`src/rtl/irx_seq_pkg.sv`:
```
package irx_seq_pkg;
    typedef enum logic [3:0] {
        ST_IDLE      = 4'd0,
        ST_ENERGY    = 4'd1,
        ST_ACQ_WAIT  = 4'd2,
        ST_ACQ_CHECK = 4'd3,
        ST_TMPL      = 4'd4,
        ST_SEARCH    = 4'd5,
        ST_LEN       = 4'd6,
        ST_PAYLOAD   = 4'd7,
        ST_DONE      = 4'd8
    } rx_state_e;

    localparam logic [7:0] FRAME_DELIM = 8'h55;
endpackage

```
`src/rtl/irx_bit_deframer.sv`:
```
module irx_bit_deframer
    import irx_seq_pkg::*;
(
    input  logic       clk,
    input  logic       rst_n,
    input  logic       clr_i,
    input  logic       search_i,
    input  logic       bytes_i,
    input  logic       bit_i,
    input  logic       bit_vld_i,
    output logic       delim_hit_o,
    output logic       byte_done_o,
    output logic [7:0] byte_w_o
);
    logic [6:0] shreg_q;
    logic [2:0] bitcnt_q;

    assign byte_w_o    = {shreg_q, bit_i};
    assign delim_hit_o = search_i && bit_vld_i && (byte_w_o == FRAME_DELIM);
    assign byte_done_o = bytes_i && bit_vld_i && (bitcnt_q == 3'd7);

    always_ff @(posedge clk or negedge rst_n) begin
        if (!rst_n) begin
            shreg_q  <= 7'h7F;
            bitcnt_q <= 3'd0;
        end else if (clr_i) begin
            shreg_q  <= 7'h7F;
            bitcnt_q <= 3'd0;
        end else if (bit_vld_i && (search_i || bytes_i)) begin
            shreg_q <= byte_w_o[6:0];
            if (bytes_i) bitcnt_q <= bitcnt_q + 3'd1;
        end
    end

    AST_CNT_IDLE_IN_SEARCH: assert property (@(posedge clk) disable iff (!rst_n)
        search_i |-> bitcnt_q == 3'd0);
endmodule

```
`src/rtl/irx_payload_ctr.sv`:
```
module irx_payload_ctr
    import irx_seq_pkg::*;
(
    input  logic       clk,
    input  logic       rst_n,
    input  rx_state_e  state_i,
    input  logic       byte_done_i,
    input  logic [7:0] byte_w_i,
    output logic       last_o,
    output logic [7:0] len_o,
    output logic [7:0] byte_o,
    output logic       byte_vld_o
);
    logic [7:0] remain_q;

    assign last_o = (remain_q == 8'd1);

    always_ff @(posedge clk or negedge rst_n) begin
        if (!rst_n) begin
            remain_q   <= 8'd0;
            len_o      <= 8'd0;
            byte_o     <= 8'd0;
            byte_vld_o <= 1'b0;
        end else begin
            byte_vld_o <= 1'b0;
            if (byte_done_i) begin
                if (state_i == ST_LEN) begin
                    len_o    <= byte_w_i;
                    remain_q <= byte_w_i;
                end else if (state_i == ST_PAYLOAD) begin
                    byte_o     <= byte_w_i;
                    byte_vld_o <= 1'b1;
                    remain_q   <= remain_q - 8'd1;
                end
            end
        end
    end

    AST_NO_OVERFLOW: assert property (@(posedge clk) disable iff (!rst_n)
        state_i == ST_PAYLOAD |-> remain_q != 8'd0);
    AST_BYTE_FROM_PAYLOAD: assert property (@(posedge clk) disable iff (!rst_n)
        byte_vld_o |-> $past(state_i) == ST_PAYLOAD);
endmodule

```
`src/rtl/irx_seq_fsm.sv`:
```
module irx_seq_fsm
    import irx_seq_pkg::*;
#(
    parameter int EN_W   = 16,
    parameter int CORR_W = 16
) (
    input  logic              clk,
    input  logic              rst_n,
    input  logic              start_i,
    input  logic [EN_W-1:0]   thr_energy_i,
    input  logic [CORR_W-1:0] thr_lock_i,
    input  logic [CORR_W-1:0] thr_drop_i,
    input  logic [EN_W-1:0]   energy_i,
    input  logic              acq_done_i,
    input  logic [CORR_W-1:0] corr_i,
    input  logic              corr_vld_i,
    input  logic              tmpl_done_i,
    input  logic              delim_hit_i,
    input  logic              byte_done_i,
    input  logic [7:0]        byte_w_i,
    input  logic              last_i,
    output rx_state_e         state_o,
    output logic              tmpl_req_o,
    output logic              pkt_done_o
);
    rx_state_e state_q, state_d;
    logic      fade;

    assign fade = corr_vld_i && (corr_i < thr_drop_i);

    always_comb begin
        state_d = state_q;
        unique case (state_q)
            ST_IDLE:      if (start_i) state_d = ST_ENERGY;
            ST_ENERGY:    if (energy_i > thr_energy_i) state_d = ST_ACQ_WAIT;
            ST_ACQ_WAIT:  if (acq_done_i) state_d = ST_ACQ_CHECK;
            ST_ACQ_CHECK: if (corr_vld_i)
                              state_d = (corr_i > thr_lock_i) ? ST_TMPL : ST_ENERGY;
            ST_TMPL:      if (tmpl_done_i) state_d = ST_SEARCH;
            ST_SEARCH:    if (fade) state_d = ST_ENERGY;
                          else if (delim_hit_i) state_d = ST_LEN;
            ST_LEN:       if (byte_done_i)
                              state_d = (byte_w_i == 8'd0) ? ST_DONE : ST_PAYLOAD;
            ST_PAYLOAD:   if (byte_done_i && last_i) state_d = ST_DONE;
            ST_DONE:      state_d = ST_IDLE;
            default:      state_d = ST_IDLE;
        endcase
    end

    always_ff @(posedge clk or negedge rst_n) begin
        if (!rst_n) state_q <= ST_IDLE;
        else        state_q <= state_d;
    end

    always_comb begin
        state_o    = state_q;
        tmpl_req_o = (state_q == ST_TMPL);
        pkt_done_o = (state_q == ST_DONE);
    end

    AST_IDLE_HOLD: assert property (@(posedge clk) disable iff (!rst_n)
        (state_q == ST_IDLE && !start_i) |=> state_q == ST_IDLE);
    AST_SEARCH_AFTER_TMPL: assert property (@(posedge clk) disable iff (!rst_n)
        (state_q == ST_SEARCH && $past(state_q) != ST_SEARCH) |-> $past(state_q) == ST_TMPL);
    AST_FADE_EXIT: assert property (@(posedge clk) disable iff (!rst_n)
        (state_q == ST_SEARCH && corr_vld_i && corr_i < thr_drop_i) |=> state_q == ST_ENERGY);
    AST_DONE_PULSE: assert property (@(posedge clk) disable iff (!rst_n)
        pkt_done_o |=> !pkt_done_o && state_q == ST_IDLE);
endmodule

```
`src/rtl/irx_pkt_seq.sv`:
```
module irx_pkt_seq
    import irx_seq_pkg::*;
#(
    parameter int EN_W   = 16,
    parameter int CORR_W = 16
) (
    input  logic              clk,
    input  logic              rst_n,
    input  logic              start_i,
    input  logic [EN_W-1:0]   thr_energy_i,
    input  logic [CORR_W-1:0] thr_lock_i,
    input  logic [CORR_W-1:0] thr_drop_i,
    input  logic [EN_W-1:0]   energy_i,
    input  logic              acq_done_i,
    input  logic [CORR_W-1:0] corr_i,
    input  logic              corr_vld_i,
    input  logic              tmpl_done_i,
    input  logic              bit_i,
    input  logic              bit_vld_i,
    output logic [3:0]        state_o,
    output logic              tmpl_req_o,
    output logic [7:0]        byte_o,
    output logic              byte_vld_o,
    output logic [7:0]        len_o,
    output logic              pkt_done_o
);
    rx_state_e  st;
    logic       delim_hit, byte_done, last;
    logic [7:0] byte_w;
    logic       in_search, in_bytes, clr;

    assign state_o   = st;
    assign in_search = (st == ST_SEARCH);
    assign in_bytes  = (st == ST_LEN) || (st == ST_PAYLOAD);
    assign clr       = (st == ST_TMPL);

    irx_seq_fsm #(.EN_W(EN_W), .CORR_W(CORR_W)) u_fsm (
        .clk(clk), .rst_n(rst_n), .start_i(start_i),
        .thr_energy_i(thr_energy_i), .thr_lock_i(thr_lock_i), .thr_drop_i(thr_drop_i),
        .energy_i(energy_i), .acq_done_i(acq_done_i), .corr_i(corr_i),
        .corr_vld_i(corr_vld_i), .tmpl_done_i(tmpl_done_i),
        .delim_hit_i(delim_hit), .byte_done_i(byte_done), .byte_w_i(byte_w),
        .last_i(last), .state_o(st), .tmpl_req_o(tmpl_req_o), .pkt_done_o(pkt_done_o)
    );

    irx_bit_deframer u_deframe (
        .clk(clk), .rst_n(rst_n), .clr_i(clr), .search_i(in_search),
        .bytes_i(in_bytes), .bit_i(bit_i), .bit_vld_i(bit_vld_i),
        .delim_hit_o(delim_hit), .byte_done_o(byte_done), .byte_w_o(byte_w)
    );

    irx_payload_ctr u_ctr (
        .clk(clk), .rst_n(rst_n), .state_i(st), .byte_done_i(byte_done),
        .byte_w_i(byte_w), .last_o(last), .len_o(len_o), .byte_o(byte_o),
        .byte_vld_o(byte_vld_o)
    );
endmodule

```
`config.mk`:
```
export PLATFORM = sky130hd
export DESIGN_NAME = irx_pkt_seq
export DESIGN_NICKNAME = d
export VERILOG_FILES = /design/src/rtl/irx_seq_pkg.sv /design/src/rtl/irx_bit_deframer.sv /design/src/rtl/irx_payload_ctr.sv /design/src/rtl/irx_seq_fsm.sv /design/src/rtl/irx_pkt_seq.sv
export SDC_FILE = /design/constraint.sdc
export NUM_CORES = 1
export LEC_CHECK = 0
export ABC_AREA = 1
export BUFFER_PORTS_ARGS = -buffer_cell sky130_fd_sc_hd__buf_2
export CAP_MARGIN = 20
export CORE_UTILIZATION = 45
export CTS_CLUSTER_SIZE = 28
export DETAILED_ROUTE_END_ITERATION = 12
export PLACE_DENSITY = 0.77
export SLEW_MARGIN = 15
export SYNTH_ARGS = -nofsm -noshare
export SYNTH_HDL_FRONTEND = slang
export SYNTH_SLANG_ARGS = --single-unit
```
`constraint.sdc`:
```
create_clock -name clk -period 2.9 [get_ports clk]
set_clock_uncertainty 0.15 [all_clocks]
set_input_delay 0.435 -clock clk [delete_from_list [all_inputs] [get_ports clk]]
set_output_delay 0.435 -clock clk [all_outputs]
set_load 0.01 [all_outputs]
```
==> results.txt, run 1 <==
- Slew @ Worst Pin: 834 ps
- RSZ-0062 raised after global routing: no
* Final Hold Viols: 0
* Remaining number of nets flagged by the antenna check after routing: 0
- Gates resized during post-CTS repair numbered 0.
- CTS root buf: sky130_fd_sc_hd__clkbuf_8
- In the final routed layout, each cell accounts on average for 11.3 um.
- Number of failing setup endpoints in the final timing report: 0
- Row count: 30
* Residual overflow from global routing: 0
* Path type of the worst setup path: reg -> out
- Number of buffers added for setup after CTS: 0
- R2R setup slack: 840 ps
- Die footprint: 7430 um^2
- Entering global routing, the biggest net connects 40 pins.
* Clock insertion delay at the later pin of the skew report: 290 ps
- Worst reg2reg startpoint: u_fsm.state_o[1]$_DFFE_PN0P_
* Detailed-placement wirelength estimate: 6170 um
* Outcome: completed
- Wirelength, routed: approximately 7300 um
- Final routed DRC violation total: 0
- The final number of max-transition violations is 0.
* Leakage component of the power: between 0.002 and 0.0025 uW
- Once routing completed, OpenROAD measured the worst setup slack at around 660 ps.
* Register area share after synthesis: between 30% and 40%
- After clock tree synthesis, the clock-pin slew on the worst setup and hold paths is approximately 80 ps.
- Hold timing on the final database bottoms out at a slack of slightly below 100 ps.
* Average vias per placed instance: 4.85
* Number of warnings issued by yosys: 0
* Final GP Congestion: roughly 0.9
* Final period demand of the worst path: 2240 ps
* Cell count of the worst reg-to-reg path: 8
- Post-synthesis cell type count: 29
- Via Count: about 3.2k
* Post-synthesis net count: approximately 580
* Proportion of layout cells with a drive suffix above 1: about a quarter
* Power Density: between 400 and 500 nW/um^2
- Across the run, the number of max-cap violations was 0.
* Critical path startpoint category: flip-flop
* Setup crit end kind: output port
- IR analysis of the VDD net gives a maximum drop of between 0.0003 and 0.0004 V.
* Net count, final: approximately 700
- CTS saw 39 sinks.
* Summed instance area of the synthesized netlist: 3190 um^2
- The number of antenna diodes in the final layout is 0.
* Max Fanout on Critical Path: 10
* Endpoint required time on the critical path: about 2300 ps
- From synthesis to final layout, the design area changed by 22.7%.
- In this run the deepest clock path goes through 2 buffers.
* CTS HTree Levels: 2
- After synthesis the netlist holds a flip-flop and latch count of 39.
- Derived from the worst setup path, the maximum achievable clock frequency is roughly 450 MHz.
- The region available for standard cell placement spans a little under 7000 um^2.
* Detailed Route Iter0 Violations: 98
* Number of buffers created by CTS: 5
- During I/O placement, the number of pins put on the boundary was about 110.
* Kind of path behind the tightest hold check: in -> async
- The number of global-route vias before repair was between 2k and 3k.
- During placement, the flow inserted port buffers numbering 110.
- DIE HEIGHT: 86.2 um
* Worst slack at placement: ~730 ps
- In this run the mean area of a mapped cell was around 7 um^2.
* Slew HR: between 40% and 50%
* Global Route Usage Sum: about a fifth
- Antenna violations before repair: 0
- After routing, the total negative slack on setup checks comes to 0 ps.
- The die is between 80 and 90 um wide.
- The first TritonRoute pass finished after 4 iterations.
- Synthesis produced a netlist whose cell count is between 400 and 500.
- Initial core utilization: a little under half
- The worst register-to-register path ends at u_ctr.len_o[0]$_DFFE_PN0P_.
* TritonCTS clock tree: done
* Post-route clock period utilization: 77.1%
* Hold-fix buffer count after cts: 0
- The first global-routing pass estimated ~12000 um of wire.
- Arrival time of data at the critical path endpoint: ~1700 ps
registers in the layout, indices dropped and copies added, names as in the netlist:
name                count
u_ctr.byte_vld_o        1
u_ctr.remain_q          8
u_deframe.shreg_q       7
u_ctr.byte_o            8
u_deframe.bitcnt_q      3
u_ctr.len_o             8
u_fsm.state_o           4
layout by cell type (no fill, tap or decap), types with 5 or more instances in the layout:
| master | n |
|---|---|
| sky130_fd_sc_hd__o21ai_0 | 30 |
| sky130_fd_sc_hd__nor3_1 | 6 |
| sky130_fd_sc_hd__nand2_1 | 111 |
| sky130_fd_sc_hd__nor2_1 | 34 |
| sky130_fd_sc_hd__nand4_1 | 7 |
| sky130_fd_sc_hd__ha_1 | 51 |
| sky130_fd_sc_hd__dfrtp_1 | 32 |
| sky130_fd_sc_hd__buf_2 | 110 |
| sky130_fd_sc_hd__inv_1 | 85 |
| sky130_fd_sc_hd__nand3_1 | 19 |
| sky130_fd_sc_hd__clkbuf_8 | 5 |
| sky130_fd_sc_hd__dfstp_2 | 7 |
| sky130_fd_sc_hd__a21oi_1 | 24 |
synthesized netlist by cell type:
cell type	n	area share, %
sky130_fd_sc_hd__dfrtp_1	32	25
sky130_fd_sc_hd__nand3_1	19	3.0
sky130_fd_sc_hd__o31ai_1	2	0.47
sky130_fd_sc_hd__a211oi_1	2	0.47
sky130_fd_sc_hd__a21oi_1	24	3.8
sky130_fd_sc_hd__nor3_2	1	0.31
sky130_fd_sc_hd__nor2_8	1	0.63
sky130_fd_sc_hd__nand2_4	1	0.35
sky130_fd_sc_hd__nand4_1	7	1.4
sky130_fd_sc_hd__o211ai_1	1	0.24
sky130_fd_sc_hd__nand2_2	2	0.39
sky130_fd_sc_hd__nor2_4	1	0.35
sky130_fd_sc_hd__buf_2	1	0.16
sky130_fd_sc_hd__ha_1	51	20
sky130_fd_sc_hd__o21ai_0	30	4.7
sky130_fd_sc_hd__a21o_1	2	0.47
sky130_fd_sc_hd__nor3_1	6	0.94
sky130_fd_sc_hd__nand2_1	111	13
sky130_fd_sc_hd__o221ai_1	3	0.82
sky130_fd_sc_hd__nor2_1	34	4.0
sky130_fd_sc_hd__dfstp_2	7	5.8
sky130_fd_sc_hd__inv_1	85	10
sky130_fd_sc_hd__nor2_2	3	0.59
sky130_fd_sc_hd__nor4_1	4	0.78
sky130_fd_sc_hd__clkbuf_1	3	0.35
sky130_fd_sc_hd__xor2_1	2	0.55
sky130_fd_sc_hd__buf_4	2	0.47
sky130_fd_sc_hd__nand3b_1	2	0.47
sky130_fd_sc_hd__inv_2	4	0.47
how the worst max path moves through the flow:
stage | startpoint | end | slack [ps] | cells past startpoint
floorplan | thr_drop_i[11] | u_fsm.state_o[1]$_DFFE_PN0P_ | 1090 | 12
detailed placement | corr_i[15] | u_fsm.state_o[0]$_DFFE_PN0P_ | 730 | 11
CTS | u_fsm.state_o[0]$_DFFE_PN0P_ | tmpl_req_o | 650 | 4
global route | u_fsm.state_o[0]$_DFFE_PN0P_ | tmpl_req_o | 530 | 4
finish | u_fsm.state_o[0]$_DFFE_PN0P_ | tmpl_req_o | 660 | 4
global placement | corr_i[15] | u_fsm.state_o[0]$_DFFE_PN0P_ | 740 | 11
critical path, cell delays in order (launching register included):
cell and delay, ps:
sky130_fd_sc_hd__dfrtp_1 510, sky130_fd_sc_hd__nor2_1 340, sky130_fd_sc_hd__nand2_2 150, sky130_fd_sc_hd__inv_1 200
sky130_fd_sc_hd__buf_2 170
cell families (layout without fill, tap and decap cells):
kind of cell	Yosys count	after routing	synth area share [%]
AOI/OAI and AO/OA	64	64	10.9
DFF	39	39	30.9
and+or+nand+nor	192	192	26.2
buffers and inverters	95	207	11.4
adders and majority gates	51	51	20.0
xor gates and xnor gates	2	2	0.549
metrics by stage:
step / utilization [%] / total power (uW) / std cells / area, um^2
floorplan: - / 1200 / 443 / 3190
global placement: 56.1 / 1390 / 643 / 3830
detailed placement: 56.1 / 1420 / 643 / 3830
CTS: 57.3 / 1760 / 651 / 3920
global route: 57.3 / 1900 / 651 / 3920
finish: 57.3 / 1760 / 651 / 3920
layout make-up:
cell class,count,area [um^2]
clock buffers,5,68.8
clock inverters,3,15.0
fillers,667,2920
inverters,89,334
multi-input cells,309,1840
flip-flops and latches,39,985
well taps,96,120
repair buffers,110,551
per-layer routing:
| layer | wire length [um] | vias to the layer above | track usage (%) |
|---|---|---|---|
| li1 | - | 1650 | - |
| met1 | 3340 | 1408 | 25.5 |
| met2 | 3590 | 99 | 38.2 |
| met3 | 391 | 3 | 2.86 |
| met4 | 19 | 0 | 2.58 |
| met5 | 0 | - | 0 |
where the power goes:
group,switching (uW),internal (uW),leakage [uW],total (uW)
Combinational,392,250,0.00186,642
Sequential,112,658,0.000500,770
Clock,182,164,0.0000477,347
Note: power is estimated with default switching activity, not from simulation.
==> run 2: changes to the inputs <==
==> constraint.sdc (replaced) <==
create_clock -name clk -period 2.2 [get_ports clk]
set_clock_uncertainty 0.15 [all_clocks]
set_input_delay 0.33 -clock clk [delete_from_list [all_inputs] [get_ports clk]]
set_output_delay 0.33 -clock clk [all_outputs]
set_load 0.01 [all_outputs]
==> run 2 against run 1 <==
Largest power group unchanged. Combinational power increased by 36%. The run now ends with hold timing left. Critical path depth increased by 1. Worst hold slack lost 100 ps.
==> results.txt, run 2 (same netlist as run 1, synthesis figures left out) <==
- The flow ran to the end, but the final reports show violations.
- The checks that failed: hold timing.
- Leaving out fill and tap cells, the most frequent cell in the layout is sky130_fd_sc_hd__nand2_1.
- After floorplanning, the core was sized to cover between 6000 and 7000 um^2.
* Remaining number of nets flagged by the antenna check after routing: 0
- # placed instances: between 600 and 700
- For this design, the sink count on the clock tree is 39.
- Clock-pin slew was measured on the worst setup and hold paths at around 70 ps.
* Final GP Congestion: 0.840
- Post-route clock period utilization: about nine tenths
- The first detailed-routing pass took 5 iterations.
* Average vias per placed instance: 4.82
- After layout, the worst setup slack is about 190 ps.
* Max Fanout on Critical Path: 8
- In this run the power spent charging and discharging nets is roughly 890 uW.
- Clock power share: a little over a fifth
- Combinational cell fraction of total power: a little under two fifths
- The first global-routing pass estimated approximately 12000 um of wire.
* Slew Limit Fails: 0
- Power Density: between 500 and 600 nW/um^2
- Routed wire per std cell: roughly 11 um
- Row count: 30
- Setup violations remaining at the end of the flow were counted as 0.
* Proportion of layout cells with a drive suffix above 1: 25.2%
- Number of buffers added for setup after CTS: 0
- Buffers inserted during clock tree synthesis total 5.
* Diode count: 0
- OpenSTA, run right after detailed placement, puts the worst setup slack at roughly 200 ps.
- The tree is rooted in a sky130_fd_sc_hd__clkbuf_8.
- Residual overflow from global routing: 0
* Number of cells in the finished layout apart from fillers: ~660
- The number of antenna violations at the first check in global routing is 0.
- Number of gates resized after cts: 0
* Detailed-placement wirelength estimate: between 6000 and 7000 um
- TritonCTS built the clock tree.
* Hold slack: -6.87 ps
- Total met2 wirelength after detailed routing: around 3500 um
- Met3 WL post-DR: 387 um
- Flop pwr share: a little over two fifths
- Worst vdd rail ir drop: around 0.00046 V
* Top routing layer in use: met4
- Path type of the worst setup path: reg -> out
- The number of global-route vias before repair is approximately 3k.
- Clock insertion delay at the later pin of the skew report: roughly 290 ps
* I/O pin count: approximately 110
- Setup repair after global routing left no endpoint under its margin.
- Area Overhead vs Synth: 23.8%
- Max-cap violations in this run came to 0.
- Detailed Route Iter0 Violations: 140
- Worst setup startpoint: u_fsm.state_o[1]$_DFFE_PN0P_
* Total of buffers placed on input and output ports: 110
- The floorplan step defined a die boundary enclosing around 7400 um^2.
- Setup total negative slack on the finished layout was measured at 0 ps.
* Final routed DRC violation total: 0
* Worst reg2reg startpoint: u_fsm.state_o[3]$_DFFE_PN0P_
* Achievable Freq: a little under 500 MHz
- Wirelength, routed: between 7000 and 8000 um
* Biggest registers after layout: u_ctr.byte_o (8), u_ctr.len_o (8), u_ctr.remain_q (8)
- Global Route Usage Sum: about a fifth
- DIE HEIGHT: roughly 86 um
- STA classifies the critical path endpoint as an output port.
- Most frequent cells in the layout: 111 x sky130_fd_sc_hd__nand2_1, 110 x sky130_fd_sc_hd__buf_2, 85 x sky130_fd_sc_hd__inv_1
* Met1 wire length: between 3000 and 4000 um
* Switching power as a share of total power: a little under two fifths
* Arrival time of data at the critical path endpoint: 1530 ps
- Cell Int Power: 1460 uW
* Final Hold Viols: 5
* Largest net degree at the start of global routing: 40
- Critical path startpoint category: flip-flop
- Endpoint required time on the critical path: 1720 ps
- In this run, post-CTS hold repair placed 0 buffers.
- Measured along the x axis, the die boundary spans around 86 um.
* CTS HTree Levels: 2
* Clock buffer depth: 2
- The analysis attributes to cell leakage a power of ~0.0024 uW.
- Overall power after layout: between 2000 and 2500 uW
- Initial core utilization: a little under half
- Slew @ Worst Pin: between 800 and 900 ps
* Final period demand of the worst path: about 2000 ps
- Across all layers, the routed design uses 3158 vias.
- Headroom to the max-slew limit came out at between 40% and 50%.
* Kind of path behind the tightest hold check: in -> async
- Net count, final: ~700
-- run 2: cell types whose count changed in the layout (fill, tap and decap cells not counted), sizes merged --
cell,delta
clkbuf,+2
clkinv,-2
buf,+4
-- run 2: path summary, 6_finish.rpt --
| path | end | slack [ps] | cells after the start |
|---|---|---|---|
| min | u_ctr.len_o[2]$_DFFE_PN0P_ | -7 | 1 |
| max in group asynchronous | u_deframe.bitcnt_q[1]$_DFFE_PN0P_ | 1380 | 1 |
| max reg2reg | u_ctr.len_o[0]$_DFFE_PN0P_ | 290 | 11 |
| min reg2reg | u_ctr.len_o[5]$_DFFE_PN0P_ | 320 | 2 |
| max | tmpl_req_o | 190 | 5 |
| min in group clk | u_deframe.shreg_q[0]$_DFFE_PN1P_ | 180 | 3 |
-- run 2: cell type report --
cell class,instances,area (um^2)
clock buffers,7,86.3
clock inverters,1,5.00
fillers,662,2880
inverters,89,334
multi-input cells,309,1840
flip-flops and latches,39,985
well taps,96,120
repair buffers,114,581
-- run 2: power groups by stage --
stage / combinational, uW / clock, uW / sequential (uW)
global placement: 849 / 0 / 993
CTS: 878 / 499 / 992
floorplan: 620 / 0 / 955
global route: 1020 / 525 / 1010
finish: 873 / 489 / 992
detailed placement: 875 / 0 / 1010
-- run 2: metal layers --
metal  global-route usage [%]  vias up
li1                         -     1653
met1                     24.6     1407
met2                     37.4       89
met3                     3.71        9
met4                     5.00        0
met5                        0        -
-- run 2: critical path: stages, from the launching register on --
cell,delay (ps)
sky130_fd_sc_hd__dfrtp_1,390
sky130_fd_sc_hd__buf_4,170
sky130_fd_sc_hd__nor2_1,300
sky130_fd_sc_hd__nand2_2,150
sky130_fd_sc_hd__inv_1,100
sky130_fd_sc_hd__buf_2,130
-- run 2: metrics by stage --
step / cell area (um^2) / utilization [%]
6_report: 3950 / 57.9
5_1_grt: 3950 / 57.9
4_1_cts: 3950 / 57.9
3_5_place_dp: 3860 / 56.5
3_3_place_gp: 3860 / 56.5
2_1_floorplan: 3190 / -
